$ cat src/rtl/ecerr_pkg.sv
package ecerr_pkg;

  typedef enum logic [2:0] {
    SEV_HWCORR  = 3'd0,
    SEV_SWCORR  = 3'd1,
    SEV_UNCORR  = 3'd2,
    SEV_BUSERR  = 3'd3,
    SEV_TIMEOUT = 3'd4
  } sev_e;

  typedef enum logic [2:0] {
    OP_LOAD    = 3'd0,
    OP_IFETCH  = 3'd1,
    OP_ATOMIC  = 3'd2,
    OP_MERGE   = 3'd3,
    OP_WRBACK  = 3'd4,
    OP_COPYOUT = 3'd5,
    OP_IVEC    = 3'd6
  } op_e;

  typedef enum logic [1:0] {
    IVK_FETCH = 2'd0,
    IVK_LOAD  = 2'd1,
    IVK_BG    = 2'd2
  } ivk_e;

  // enable register trap bits (software-visible positions)
  localparam int EN_CE     = 0;
  localparam int EN_UC     = 1;
  localparam int EN_RSVD   = 2;
  localparam int EN_FAST   = 3;
  localparam int DCHK_LSB  = 4;

  // status register
  localparam int ST_W    = 6;
  localparam int ST_CE   = 0;
  localparam int ST_SWC  = 1;
  localparam int ST_UCL  = 2;
  localparam int ST_UE   = 3;
  localparam int ST_BERR = 4;
  localparam int ST_TO   = 5;

  typedef struct packed {
    logic fast;
    logic iacc;
    logic dacc;
    logic disr;
  } trap_t;

endpackage

$ cat src/rtl/ecerr_cfg.sv
module ecerr_cfg
  import ecerr_pkg::*;
#(
  parameter int DCHK_W = 9,
  parameter int TCHK_W = 4,
  localparam int DFORCE   = DCHK_LSB + DCHK_W,
  localparam int TCHK_LSB = DFORCE + 1,
  localparam int TFORCE   = TCHK_LSB + TCHK_W,
  localparam int CFG_W    = TFORCE + 1
) (
  input  logic              clk,
  input  logic              rst_n,
  input  logic              wr_en,
  input  logic [CFG_W-1:0]  wdata,
  output logic [CFG_W-1:0]  cfg_q,
  input  logic [DCHK_W-1:0] gen_data_chk,
  input  logic [TCHK_W-1:0] gen_tag_chk,
  output logic [DCHK_W-1:0] out_data_chk,
  output logic [TCHK_W-1:0] out_tag_chk
);

  localparam logic [CFG_W-1:0] WMASK = ~(CFG_W'(1) << EN_RSVD);

  always_ff @(posedge clk) begin
    if (!rst_n)     cfg_q <= '0;
    else if (wr_en) cfg_q <= wdata & WMASK;
  end

  always_comb begin
    out_data_chk = gen_data_chk;
    out_tag_chk  = gen_tag_chk;
    if (cfg_q[DFORCE]) out_data_chk = cfg_q[DFORCE-1:DCHK_LSB];
    if (cfg_q[TFORCE]) out_tag_chk  = cfg_q[TFORCE-1:TCHK_LSB];
  end

  // the unused bit never holds a one after a write
  a_r2_rsvd_zero: assert property (@(posedge clk) disable iff (!rst_n)
    wr_en |=> !cfg_q[EN_RSVD]);

endmodule

$ cat src/rtl/ecerr_classify.sv
module ecerr_classify
  import ecerr_pkg::*;
(
  input  logic            ev_valid,
  input  logic [2:0]      ev_sev,
  input  logic [2:0]      ev_op,
  input  logic [1:0]      ev_kind,
  input  logic            ev_bus,
  input  logic            en_ce,
  input  logic            en_uc,
  input  logic            en_fast,
  output trap_t           trap_d,
  output logic [ST_W-1:0] st_set
);

  sev_e  sev;
  op_e   op;
  logic  local_rd;
  logic  bkg_op;
  trap_t uc_route;

  always_comb begin
    sev      = sev_e'(ev_sev);
    op       = op_e'(ev_op);
    local_rd = !ev_bus && (op == OP_LOAD || op == OP_IFETCH || op == OP_ATOMIC);
    bkg_op   = (op == OP_MERGE || op == OP_WRBACK || op == OP_COPYOUT);
  end

  // destination for uncorrectable-class errors, by operation
  always_comb begin
    uc_route = '0;
    case (op)
      OP_IFETCH:           uc_route.iacc = 1'b1;
      OP_LOAD, OP_ATOMIC:  uc_route.dacc = 1'b1;
      OP_IVEC: begin
        case (ivk_e'(ev_kind))
          IVK_FETCH: uc_route.iacc = 1'b1;
          IVK_LOAD:  uc_route.dacc = 1'b1;
          default:   uc_route.disr = 1'b1;
        endcase
      end
      default:             uc_route.disr = 1'b1;
    endcase
  end

  always_comb begin
    trap_d = '0;
    st_set = '0;
    if (ev_valid) begin
      case (sev)
        SEV_HWCORR: begin
          st_set[ST_CE] = 1'b1;
          trap_d.disr   = en_ce && (ev_bus || bkg_op);
        end
        SEV_SWCORR: begin
          st_set[ST_SWC] = 1'b1;
          trap_d.fast    = en_fast && local_rd;
        end
        SEV_UNCORR: begin
          if (local_rd) begin
            st_set[ST_UCL] = 1'b1;
            trap_d.fast    = en_fast;
          end else begin
            st_set[ST_UE] = 1'b1;
            if (en_uc) trap_d = uc_route;
          end
        end
        SEV_BUSERR: begin
          st_set[ST_BERR] = 1'b1;
          if (en_uc) trap_d = uc_route;
        end
        SEV_TIMEOUT: begin
          st_set[ST_TO] = 1'b1;
          if (en_uc) trap_d = uc_route;
        end
        default: ;
      endcase
    end
  end

endmodule

$ cat src/rtl/ecerr_status.sv
module ecerr_status
  import ecerr_pkg::*;
#(
  parameter int W = ST_W
) (
  input  logic         clk,
  input  logic         rst_n,
  input  logic [W-1:0] set,
  input  logic [W-1:0] clr,
  output logic [W-1:0] q
);

  for (genvar i = 0; i < W; i++) begin : g_bit
    always_ff @(posedge clk) begin
      if (!rst_n)      q[i] <= 1'b0;
      else if (set[i]) q[i] <= 1'b1;
      else if (clr[i]) q[i] <= 1'b0;
    end
  end

  // a set bit survives unless cleared
  a_r9_sticky: assert property (@(posedge clk) disable iff (!rst_n)
    ((q & ~clr) != '0) |=> ((q & $past(q & ~clr)) == $past(q & ~clr)));
  // set wins over a same-cycle clear
  a_r9_set_wins: assert property (@(posedge clk) disable iff (!rst_n)
    ((set & clr) != '0) |=> ((q & $past(set & clr)) == $past(set & clr)));

endmodule

$ cat src/rtl/ecache_err_ctl.sv
module ecache_err_ctl
  import ecerr_pkg::*;
#(
  parameter int DCHK_W = 9,
  parameter int TCHK_W = 4,
  localparam int CFG_W = DCHK_LSB + DCHK_W + 1 + TCHK_W + 1
) (
  input  logic              clk,
  input  logic              rst_n,
  input  logic              cfg_wr_en,
  input  logic [CFG_W-1:0]  cfg_wdata,
  output logic [CFG_W-1:0]  cfg_rdata,
  input  logic              st_clr_en,
  input  logic [ST_W-1:0]   st_clr_mask,
  output logic [ST_W-1:0]   st_flags,
  input  logic              err_valid,
  input  logic [2:0]        err_sev,
  input  logic [2:0]        err_op,
  input  logic [1:0]        err_ivkind,
  input  logic              err_from_bus,
  input  logic [DCHK_W-1:0] gen_data_chk,
  input  logic [TCHK_W-1:0] gen_tag_chk,
  output logic [DCHK_W-1:0] ecc_data_chk,
  output logic [TCHK_W-1:0] ecc_tag_chk,
  output logic              trap_fast,
  output logic              trap_iacc,
  output logic              trap_dacc,
  output logic              trap_disr
);

  logic [CFG_W-1:0] cfg_q;
  trap_t            trap_d;
  trap_t            trap_q;
  logic [ST_W-1:0]  st_set;
  logic [ST_W-1:0]  st_clr;

  ecerr_cfg #(.DCHK_W(DCHK_W), .TCHK_W(TCHK_W)) u_cfg (
    .clk          (clk),
    .rst_n        (rst_n),
    .wr_en        (cfg_wr_en),
    .wdata        (cfg_wdata),
    .cfg_q        (cfg_q),
    .gen_data_chk (gen_data_chk),
    .gen_tag_chk  (gen_tag_chk),
    .out_data_chk (ecc_data_chk),
    .out_tag_chk  (ecc_tag_chk)
  );

  ecerr_classify u_cls (
    .ev_valid (err_valid),
    .ev_sev   (err_sev),
    .ev_op    (err_op),
    .ev_kind  (err_ivkind),
    .ev_bus   (err_from_bus),
    .en_ce    (cfg_q[EN_CE]),
    .en_uc    (cfg_q[EN_UC]),
    .en_fast  (cfg_q[EN_FAST]),
    .trap_d   (trap_d),
    .st_set   (st_set)
  );

  assign st_clr = st_clr_en ? st_clr_mask : '0;

  ecerr_status #(.W(ST_W)) u_st (
    .clk   (clk),
    .rst_n (rst_n),
    .set   (st_set),
    .clr   (st_clr),
    .q     (st_flags)
  );

  always_ff @(posedge clk) begin
    if (!rst_n) trap_q <= '0;
    else        trap_q <= trap_d;
  end

  assign cfg_rdata = cfg_q;
  assign trap_fast = trap_q.fast;
  assign trap_iacc = trap_q.iacc;
  assign trap_dacc = trap_q.dacc;
  assign trap_disr = trap_q.disr;

  // never two trap types at once
  a_r10_one_trap: assert property (@(posedge clk) disable iff (!rst_n)
    $onehot0({trap_fast, trap_iacc, trap_dacc, trap_disr}));
  // a trap follows a presented event by one cycle
  a_r10_after_event: assert property (@(posedge clk) disable iff (!rst_n)
    (trap_fast || trap_iacc || trap_dacc || trap_disr) |-> $past(err_valid));
  // fast trap only for local reads with its enable set
  a_r3_fast_gate: assert property (@(posedge clk) disable iff (!rst_n)
    trap_fast |-> ($past(cfg_q[EN_FAST]) && !$past(err_from_bus)));
  // access faults need the uncorrectable enable
  a_r4_access_gate: assert property (@(posedge clk) disable iff (!rst_n)
    (trap_iacc || trap_dacc) |-> $past(cfg_q[EN_UC]));
  // every valid event leaves a status bit set
  a_r8_logged: assert property (@(posedge clk) disable iff (!rst_n)
    (err_valid && err_sev <= 3'd4) |=> (st_flags != '0));

endmodule

$ cat config.mk
export PLATFORM = sky130hd
export DESIGN_NAME = ecache_err_ctl
export DESIGN_NICKNAME = d
export VERILOG_FILES = /design/src/rtl/ecerr_pkg.sv /design/src/rtl/ecerr_cfg.sv /design/src/rtl/ecerr_classify.sv /design/src/rtl/ecerr_status.sv /design/src/rtl/ecache_err_ctl.sv
export SDC_FILE = /design/constraint.sdc
export NUM_CORES = 1
export LEC_CHECK = 0
export BUFFER_PORTS_ARGS = -buffer_cell sky130_fd_sc_hd__buf_4
export CORE_MARGIN = 2
export CORE_UTILIZATION = 37
export DETAILED_ROUTE_END_ITERATION = 10
export PLACE_DENSITY_LB_ADDON = 0.12
export SETUP_SLACK_MARGIN = 0.2
export SYNTH_ARGS = -nofsm -noshare
export SYNTH_HDL_FRONTEND = slang
export SYNTH_SLANG_ARGS = --single-unit
$ cat constraint.sdc
create_clock -name clk -period 1 [get_ports clk]
set_input_delay 0.1 -clock clk [delete_from_list [all_inputs] [get_ports clk]]
set_output_delay 0.1 -clock clk [all_outputs]
set_load 0.01 [all_outputs]
# ---- Word level (Yosys, flattened, before mapping)
# Index checks and enable logic that the tools add are counted.
# Widths: inputs -> output; s select.
dict set report op_classes {
  div_mod_pow 0
  n_bitwise 0
  reduce_logical 23
  n_mux 35
  n_addsub 0
  n_shift 0
  eq_ne 11
  magnitude_cmp 0
  n_mul 0
}
# op n
set op_table {}
lappend op_table {{$mux 1} 22}
lappend op_table {{$eq 3x2->1 const B} 4}
lappend op_table {{$eq 3x3->1 const B} 4}
lappend op_table {{$mux 6} 2}
lappend op_table {{$reduce_bool 2->1} 6}
lappend op_table {{$mux 9} 1}
lappend op_table {{$eq 3x1->1 const B} 2}
lappend op_table {{$logic_not 3->1} 2}
lappend op_table {{$mux 3} 2}
lappend op_table {{$pmux 1 s2} 3}
lappend op_table {{$pmux 1 s3} 2}
lappend op_table {{$reduce_or 2->1} 3}
lappend op_table {{$logic_or 1x1->1} 5}
lappend op_table {{$mux 4} 1}
lappend op_table {{$pmux 2 s2} 1}
lappend op_table {{$logic_and 1x1->1} 3}
lappend op_table {{$reduce_or 3->1} 1}
lappend op_table {{$eq 2x1->1 const B} 1}
lappend op_table {{$logic_not 2->1} 1}
lappend op_table {{$mux 2} 1}
lappend op_table {{$reduce_and 2->1} 1}
lappend op_table {{$logic_not 1->1} 1}
dict set report word_totals {
  ramBits 0
  n_memories 0
  input_bits 52
  romBits 0
  latchBits 0
  ff_bits 28
}

# ---- Depth between registers and ports, before layout
# Gate-level depths: netlist of run 1.
dict set report logic_depth {
  word_depth 8
  ltp_mapped 5
}

# ---- Cells and area by module
# Synthesis of run 1 repeated with hierarchy kept, for this count alone.
dict set report unflattened {
  hier_cells 140
  area_unflattened_um2 1448.9
}
# module instances area_each_um2 cells_per_inst seq_area_each_um2
set modules_own_cells {}
lappend modules_own_cells {ecerr_cfg 1 857.1 73 360.3}
lappend modules_own_cells {ecerr_status 1 247.7 18 120.1}
lappend modules_own_cells {ecerr_classify 1 201.4 35 0.0}
lappend modules_own_cells {ecache_err_ctl 1 142.6 14 80.1}

# ---- Least setup slack after synthesis of run 1
# No wires, ideal clock.
dict set report synth_timing {
  path_kind {reg-to-output}
  from {reg u_cfg.cfg_q[13]}
  to {out ecc_data_chk[0]}
  path_stages_with_launch 3
  required_time_ns 0.900
  arrival_ns 0.946
  path_slack_ns -0.046
  cell_sequence {dfxtp_1 buf_2 mux2_2}
}
dict set report synth_via {
  elab_chain_len 1
}
# element line
set synth_lines {}
lappend synth_lines {{from (decl)} ecerr_cfg.sv:15} ;# output logic [CFG_W-1:0] cfg_q,
lappend synth_lines {{from (signal assigned)} ecerr_cfg.sv:26} ;# else if (wr_en) cfg_q <= wdata & WMASK;
lappend synth_lines {{$mux 9} ecerr_cfg.sv:32} ;# if (cfg_q[DFORCE]) out_data_chk = cfg_q[DFORCE-1:DCHK_LSB];
lappend synth_lines {{to (decl)} ecache_err_ctl.sv:23} ;# output logic [DCHK_W-1:0] ecc_data_chk,
# Every way passes these cells.

# ---- Final worst setup path of run 1
dict set report layout_timing {
  from {reg u_cfg.cfg_q[13]}
  to {out ecc_data_chk[2]}
}
# Same word-level chain as after synthesis.

==> results.cfg, run 1 <==
[critical_path]
path_delay_family = flip-flops
crit_start = u_cfg.cfg_q[13]$_SDFFE_PN0P_
crit_path_end_kind = output port
critPathLaunchType = register
cp_cell_sequence = clkbuf_16, mux2_4, buf_6
r2r_cells = 4
crit_arrival_ns = 1.21
cp_num_buf_inv = 2
path_class = register to output port
path_depth = 3
crit_required_ns = 0.90
worst-path-max-fanout = 5
max_stage_delay_ns = 0.38
cp_slowest_cell = dfxtp_4
r2r-start = u_cfg.cfg_q[1]$_SDFFE_PN0P_

[power_and_ir_drop]
ir_drop_v = 0.000560
p_leak_nw = 1.17
report.power.total_mw = 2.67
p_per_area_nw_per_um2 = 1060

[grt]
overflow = 0
grt_first_pass_wirelength_mm = 5.70
grt_max_degree = 19
grt_pass1_vias = 1290
grt.total_usage = 0.170
antenna_found_initial = 0

[die]
design.die.area_um2 = 4300
initial_core_util = 0.383
rows = 22
core_um2 = 3660
die_w_um = 65.6
die_h_um = 65.6
pin_count = 94

[sta]
min_period_ns = 1.31
setup-violations-final = 14
rsz0062_at_grt = true
fin_worst_skew_ns = 0.00374
fin_tns_setup_ns = -3.62
hold_viol = 0
fmax_mhz = 761
period_share = 1.31
slew_viol_final = 0
timing.final.ws_setup_ns = -0.315
hold-worst-slack_ns = 0.0500

[place]
place.gp.congestion = 0.784
io_buffers = 91
hpwl_mm = 2.68

[yosys]
synth.lib_cells_used.distinct = 29
yosys-top-cells-area = dfxtp_1 40%, mux2i_1 13%, mux2_2 10%
syn_area_per_cell_um2 = 10.2
synth_top_cell_by_area = dfxtp_1
synth_compound_area_frac = 0.0785
synth_xor_area_frac = 0.00624
ys_seq_area_frac = 0.400
syn_area_um2 = 1400
synth_top_family_by_area = multiplexers
synthMuxAreaShare = 0.233
yosys_warnings = 0
synth_fa_ha_area_frac = 0
synth_top_area_share = 0.400
synth-simple-area-share = 0.218
synth_seq_cells = 28
syn-instance-count = 138
syn_nets = 190

[run_status]
status = finished, violations left
violations = negative setup slack

[cells_and_area]
fillers = 298
areaGrowthSynthToFinish_pct = 78.9
finalNetCount = 286
antenna_cells = 0
drive_above_1_share = 0.670

[clock_network]
h-tree-depth = 1
cts_buffers = 3
clock-sinks = 28
clockBufferDepth = 2
cts_tree = done
ctsHoldBuffers = 0
clkLatencyLatePin_ns = 0.27
root_buffer = clkbuf_8
path_clk_slew_ns = 0.10

[routing]
num_vias = 1341
drt_iter0_drc = 32
drtAntennaViolNets = 0
route.detailed.drc = 0
via_per_inst = 4.77
dr.pass1.iters = 4
wirelength_mm = 3.72
wire_per_inst_um = 13.2

[worst_hold_path]
hp-class = input port to register
whs_path_depth = 2
min_from = err_op[2]

[job]
timing.max_cap.violations = 0
==> cell usage after synthesis (all sizes together) <==
master and n:
a211oi 3, a21oi 2, a32o 3, buf 9
clkbuf 2, conb 1, dfxtp 28, inv 3
mux2 13, mux2i 18, nand2 15, nand3 5
nand3b 1, nand4b 1, nand4bb 1, nor2 3
nor2b 19, nor3 1, nor3b 2, nor4b 1
nor4bb 1, o211ai 1, o21ai 4, xnor2 1
==> worst register-to-register path: stages (launching register included) <==
cell,delay [ns]
dfxtp_4,0.38
nand3b_1,0.09
o211ai_2,0.18
nand2_1,0.09
a211oi_2,0.17
==> per-stage QoR <==
stage                     cells  area [um2]   util  worst slack, ns
after detailed placement    273        2200  0.600          -0.0102
after CTS                   278        2460  0.673           -0.301
final                       281        2510  0.685           -0.315
after global routing        281        2510  0.685           -0.354
after global placement      273        2200  0.600         -0.00163
after floorplan             138        1480      -           0.0838
==> placed cells by master, fill, tap and decap left out, types with 3 or more instances in the layout <==
cell type  Yosys  layout
buf_4          7      58
buf_6          1      42
dfxtp_2        0      25
nor2b_1       19      19
mux2i_1       18      18
nand2_1       15      15
mux2_4         0      13
nand3_1        4       4
clkbuf_8       0       4
o21ai_1        3       3
a32o_1         3       3
dfxtp_4        0       3
==> where the power goes <==
| group | switching [mW] | internal [mW] | total (mW) |
|---|---|---|---|
| logic | 0.271 | 0.480 | 0.751 |
| clock network | 0.343 | 0.352 | 0.695 |
| registers | 0.0515 | 1.17 | 1.22 |
| total | 0.665 | 2.00 | 2.67 |
==> path summary, 6_finish.rpt <==
path / slack [ns] / endpoint
min: 0.05 / trap_dacc$_SDFF_PN0_
max reg2reg: 0.01 / trap_disr$_SDFF_PN0_
max: -0.31 / ecc_data_chk[2]
min reg2reg: 0.47 / u_st.q[5]$_SDFFE_PN0P_
==> logic make-up after synthesis <==
group / count (synthesis)
buffers and inverters: 14
AOI/OAI and AO/OA: 13
DFF: 28
and+or+nand+nor: 50
muxes: 31
xor gates and xnor gates: 1
other: 1
==> layer usage <==
metal  global-route usage  share of wire
met5                    0              0
met4               0.0495         0.0078
met3               0.0308          0.062
met2                0.329           0.54
met1                0.187           0.39
==> registers in the layout, summed over array words and instances (netlist names) <==
| register | count |
|---|---|
| trap_fast | 1 |
| trap_iacc | 1 |
| u_st.q | 6 |
| trap_disr | 1 |
| trap_dacc | 1 |
| u_cfg.cfg_q | 18 |
==> area by class of cell <==
class                           count  area [um2]  share of cell area
Inverter                            3        11.3             0.00449
Clock buffer                        4        55.1              0.0219
Sequential cell                    28         603               0.240
Multi-Input combinational cell     96         826               0.329
Timing Repair Buffer              102         953               0.380
Tap cell                           48        60.1              0.0239
==> timing repair <==
item | in CTS | in global routing
setup buffers | 1 | 2
setup endpoints to repair | 44 | 45
cloned | 0 | 1
hold endpoints to repair | 0 | 0
pin swaps | 2 | 2
resized for setup | 68 | 3
(Power assumes the default switching activity.)
==> run 2, diff against run 1 <==
TNS_END_PERCENT = 1   (was not set)
==> results.cfg, run 2 (synthesis gave the netlist of run 1 again) <==
[critical_path]
critPathLaunchType = register
crit_arrival_ns = 1.20
cp_slowest_cell = dfxtp_2
r2r_slack_ns = -0.01
crit_required_ns = 0.90
path_depth = 3
path_class = register to output port
r2r_cells = 4
endpoint = ecc_data_chk[1]
crit_start = u_cfg.cfg_q[13]$_SDFFE_PN0P_
r2r-start = u_cfg.cfg_q[1]$_SDFFE_PN0P_
worst-path-max-fanout = 11
path_delay_family = flip-flops
worst_r2r_endpoint = trap_dacc$_SDFF_PN0_
cp_num_buf_inv = 2
cp_cell_sequence = buf_12, mux2_4, buf_6
max_stage_delay_ns = 0.35
crit_path_end_kind = output port

[sta]
min_period_ns = 1.30
rsz0062_at_grt = true
fmax_mhz = 767
fin_worst_skew_ns = 0.000395
setup-violations-final = 14
slew_viol_final = 0
timing.final.ws_setup_ns = -0.304
hold_viol = 0
period_share = 1.30
fin_tns_setup_ns = -3.58

[grt]
antenna_found_initial = 0
grt_first_pass_wirelength_mm = 6.12
grt_pass1_vias = 1303
grt_max_degree = 19
grt.total_usage = 0.184
overflow = 0

[cells_and_area]
instances_no_fill = 278
drive_above_1_share = 0.652
antenna_cells = 0
top_register = u_cfg.cfg_q
multi_input_area_um2 = 806
fin_area_um2 = 2430
largest_reg_flops = 18
layout.cells.most_common = buf_4
top_regs = u_cfg.cfg_q: 18 flops, u_st.q: 6 flops
seq_area_um2 = 601
areaGrowthSynthToFinish_pct = 73.3
final_cell_mix = 60 x buf_4, 38 x buf_6, 23 x dfxtp_2, 19 x nor2b_1, 18 x mux2i_1
finalNetCount = 283
fillers = 294

[run_status]
status = finished, violations left
violations = negative setup slack

[die]
die_h_um = 65.6
pin_count = 94
rows = 22
initial_core_util = 0.383
design.die.area_um2 = 4300
core_um2 = 3660
die_w_um = 65.6

[routing]
via_per_inst = 4.71
num_vias = 1308
route.detailed.drc = 0
topRoutingLayerUsed = met4
wl_met2_mm = 2.11
drt_iter0_drc = 47
wirelength_mm = 3.81
met1_length_mm = 1.45
dr.pass1.iters = 4
wire_per_inst_um = 13.7
dr_wl_met3_um = 235
drtAntennaViolNets = 0

[power_and_ir_drop]
ir_drop_v = 0.000532
p_seq_frac = 0.463
p_leak_nw = 1.14
p_int_mw = 1.98
clkPwrFrac = 0.264
p_per_area_nw_per_um2 = 1090
p_sw_mw = 0.660
netSwitchingFraction = 0.250
report.power.total_mw = 2.64
p_comb_frac = 0.273

[clock_network]
clockBufferDepth = 2
root_buffer = clkbuf_8
clock-sinks = 28
ctsHoldBuffers = 0
cts_tree = done
path_clk_slew_ns = 0.10
clkLatencyLatePin_ns = 0.27
h-tree-depth = 1
cts_buffers = 3
postCtsSetupRepairBufs = 0

[worst_hold_path]
hp-class = input port to register
min_from = cfg_wdata[1]

[place]
post-place-cells = 274
place.gp.congestion = 0.778
dp_slack_ns = -0.0201
placed_cell_area_um2 = 2180
hpwl_mm = 2.97
io_buffers = 91

[job]
timing.max_cap.violations = 0
## run 2: cell types whose count changed in the layout (fill, tap and decap cells not counted), sizes merged
cell    change
buf         -2
clkbuf      -1
## run 2: per-stage QoR
step,util,hold WS [ns]
after floorplan,-,0.173
after global placement,0.596,0.361
after detailed placement,0.596,0.366
after CTS,0.662,0.0749
after global routing,0.664,0.0758
final,0.664,0.0771
## run 2: worst reg2reg max path: stages, from the launching register on
cell	delay (ns)
dfxtp_4	0.38
nand3b_1	0.09
o211ai_2	0.19
nand3_2	0.13
a211oi_2	0.15
## run 2: cell type report
class                      count  share of cell area
inverter                       3             0.00463
multi-input combinational     96               0.331
clock buffer                   4              0.0226
timing repair buffer          99               0.370
sequential                    28               0.247
tap                           48              0.0247
## run 2: per-layer routing
metal | vias to the layer above | GRT usage
li1 | 655 | -
met1 | 603 | 0.209
met2 | 48 | 0.346
met3 | 2 | 0.0342
met4 | 0 | 0.0521
met5 | - | 0
## run 2: worst min-delay path by stage
stage / depth (start not counted) / to / slack (ns)
2_1_floorplan: 1 / trap_dacc$_SDFF_PN0_ / 0.17
3_3_place_gp: 3 / u_cfg.cfg_q[6]$_SDFFE_PN0P_ / 0.36
3_5_place_dp: 3 / u_cfg.cfg_q[1]$_SDFFE_PN0P_ / 0.37
4_1_cts: 3 / u_cfg.cfg_q[18]$_SDFFE_PN0P_ / 0.07
5_1_grt: 3 / u_cfg.cfg_q[1]$_SDFFE_PN0P_ / 0.08
6_report: 3 / u_cfg.cfg_q[1]$_SDFFE_PN0P_ / 0.08
## run 2: timing repair
item / CTS / global route
setup endpoints to repair: 44 / 45
endpoints found under the hold margin: 0 / 0
pin swaps: 3 / 0
gates resized for setup: 65 / 3
## run 2: power groups by stage
stage / logic, mW / registers [mW] / clock network [mW]
2_1_floorplan: 0.293 / 1.25 / 0
3_3_place_gp: 0.637 / 1.23 / 0
3_5_place_dp: 0.656 / 1.23 / 0
4_1_cts: 0.724 / 1.22 / 0.733
5_1_grt: 0.768 / 1.23 / 0.780
6_report: 0.719 / 1.22 / 0.697
==> run 3, diff against run 2 <==
--- a/config.mk
+++ b/config.mk
@@ -6,7 +6,8 @@
 export NUM_CORES = 1
 export LEC_CHECK = 0
+export ABC_AREA = 1
 export BUFFER_PORTS_ARGS = -buffer_cell sky130_fd_sc_hd__buf_4
 export CORE_MARGIN = 2
-export CORE_UTILIZATION = 37
+export CORE_UTILIZATION = 36
 export DETAILED_ROUTE_END_ITERATION = 10
 export PLACE_DENSITY_LB_ADDON = 0.12
==> constraint.sdc (replaced) <==
create_clock -name clk -period 1 [get_ports clk]
set_input_delay 0.15 -clock clk [delete_from_list [all_inputs] [get_ports clk]]
set_output_delay 0.15 -clock clk [all_outputs]
set_load 0.01 [all_outputs]
==> results.cfg, run 3 <==
[yosys]
ys_top_cells_by_count = 43 x nor2_1, 28 x dfxtp_1, 21 x o21ai_0
yosys_warnings = 0
synth_edf_count = 0
ys.flop_type = dfxtp_1
ys_seq_area_frac = 0.434
synth_seq_cells = 28
syn_nets = 219
syn-instance-count = 167
synth.lib_cells_used.distinct = 22
syn_area_um2 = 1290
yosys-top-cells-area = dfxtp_1 43%, nor2_1 12%, mux2_2 11%
async_flop_share = 0
syn_area_per_cell_um2 = 7.74
synth_top_area_share = 0.434
yosysMostFrequentCell = nor2_1
synth_top_cell_by_area = dfxtp_1

[cells_and_area]
final_cell_mix = 57 x buf_4, 42 x nor2_1, 37 x buf_6, 25 x dfxtp_2
top_register = u_cfg.cfg_q
antenna_cells = 0
drive_above_1_share = 0.596
finalNetCount = 309
layout.cells.most_common = buf_4
fillers = 296
largest_reg_flops = 18
fin_area_um2 = 2270
instances_no_fill = 301
areaGrowthSynthToFinish_pct = 75.6
top_regs = u_cfg.cfg_q: 18 flops, u_st.q: 6 flops
final_util = 0.670

[sta]
timing.final.ws_setup_ns = -0.416
fin_tns_setup_ns = -5.20
slew_viol_final = 0
period_share = 1.42
rsz0062_at_grt = true
min_period_ns = 1.42
hold-worst-slack_ns = 0.0339
setup-violations-final = 15
hold_viol = 0
fmax_mhz = 706
fin_worst_skew_ns = 0.00543

[clock_network]
h-tree-depth = 1
cts_buffers = 3
ctsHoldBuffers = 0
root_buffer = clkbuf_4
cts_tree = done
postCtsSetupRepairBufs = 0
path_clk_slew_ns = 0.14
clock-sinks = 28
clkLatencyLatePin_ns = 0.32
clockBufferDepth = 2

[place]
place.gp.congestion = 0.836
placed_cell_area_um2 = 2050
post-place-cells = 298
dp_slack_ns = -0.0565
hpwl_mm = 2.65
io_buffers = 91

[grt]
grt.total_usage = 0.183
grt_pass1_vias = 1394
grt_first_pass_wirelength_mm = 6.03
grt_max_degree = 20
antenna_found_initial = 0
overflow = 0

[critical_path]
critPathLaunchType = register
r2r-start = u_cfg.cfg_q[18]$_SDFFE_PN0P_
r2r_slack_ns = 0.21
crit_start = u_cfg.cfg_q[13]$_SDFFE_PN0P_
cp_slowest_cell = dfxtp_2
path_delay_family = flip-flops
cp_cell_sequence = buf_12, mux2_4, buf_6
crit_required_ns = 0.85
worst-path-max-fanout = 8
worst_r2r_endpoint = u_cfg.cfg_q[18]$_SDFFE_PN0P_
path_class = register to output port
max_stage_delay_ns = 0.38
crit_path_end_kind = output port
crit_arrival_ns = 1.27
r2r_cells = 3
cp_num_buf_inv = 2

[die]
die_w_um = 63.9
design.die.area_um2 = 4090
die_h_um = 63.9
core_um2 = 3390
rows = 21
initial_core_util = 0.381
pin_count = 94

[power_and_ir_drop]
report.power.total_mw = 2.41
p_per_area_nw_per_um2 = 1060
ir_drop_v = 0.000544
p_leak_nw = 1.09

[run_status]
violations = negative setup slack
status = finished, violations left

[routing]
num_vias = 1409
dr.pass1.iters = 5
drtAntennaViolNets = 0
drt_iter0_drc = 72
wirelength_mm = 3.66
route.detailed.drc = 0
wire_per_inst_um = 12.2
via_per_inst = 4.68

[worst_hold_path]
whs_path_depth = 2
min_from = err_sev[2]
min_to = u_st.q[4]$_SDFFE_PN0P_
hp-class = input port to register

[job]
timing.max_cap.violations = 0
## run 3: changes by cell type in the layout (fill, tap and decap cells not counted), sizes merged, moves of 4 or more
| cell | previous run | this run |
|---|---|---|
| buf | 99 | 95 |
| inv | 3 | 7 |
| mux2i | 18 | 0 |
| nand2 | 15 | 22 |
| nand3 | 5 | 10 |
| nor2 | 3 | 44 |
| nor2b | 19 | 0 |
| o21ai | 4 | 25 |
## run 3: routing by layer
metal | global-route usage | routed length (um) | vias up | part of all wire
li1 | - | - | 720 | -
met1 | 0.213 | 1520 | 628 | 0.41
met2 | 0.318 | 1800 | 57 | 0.49
met3 | 0.0493 | 305 | 4 | 0.083
met4 | 0.0679 | 36 | 0 | 0.0098
met5 | 0 | 0 | - | 0
## run 3: area by class of cell
class	instances	area, um2	area share
tap	46	57.6	0.0254
clock buffer	3	22.5	0.00992
sequential	28	603	0.266
timing repair buffer	95	865	0.381
inverter	7	26.3	0.0116
multi-input combinational	122	696	0.307
## run 3: worst max-delay path by stage
stage                                 end  cells after the start
final                     ecc_data_chk[6]                      3
after global routing      ecc_data_chk[6]                      3
after CTS                 ecc_data_chk[8]                      3
after detailed placement  ecc_data_chk[8]                      3
after global placement    ecc_data_chk[8]                      3
after floorplan           ecc_data_chk[0]                      2
## run 3: report_power, final
group	switching, mW	internal [mW]	leakage, nW	total, mW
clock network	0.311	0.141	0.0138	0.452
registers	0.0570	1.18	0.242	1.24
logic	0.278	0.439	0.836	0.716
total	0.645	1.76	1.09	2.41
## run 3: repair_timing
| item | in CTS | in global routing |
|---|---|---|
| resized for setup | 69 | 5 |
| pin swaps | 2 | 2 |
| endpoints found under the setup margin | 42 | 44 |
## run 3: logic make-up (layout without fill, tap and decap cells)
group                  after synthesis  count (layout)  synth area share
buffers and inverters               17             105            0.0716
flip-flops                          28              28             0.434
AND/OR/NAND/NOR                     78              78             0.255
AO/OA/AOI/OAI                       30              30             0.124
other                                1               1           0.00290
multiplexers                        13              13             0.113
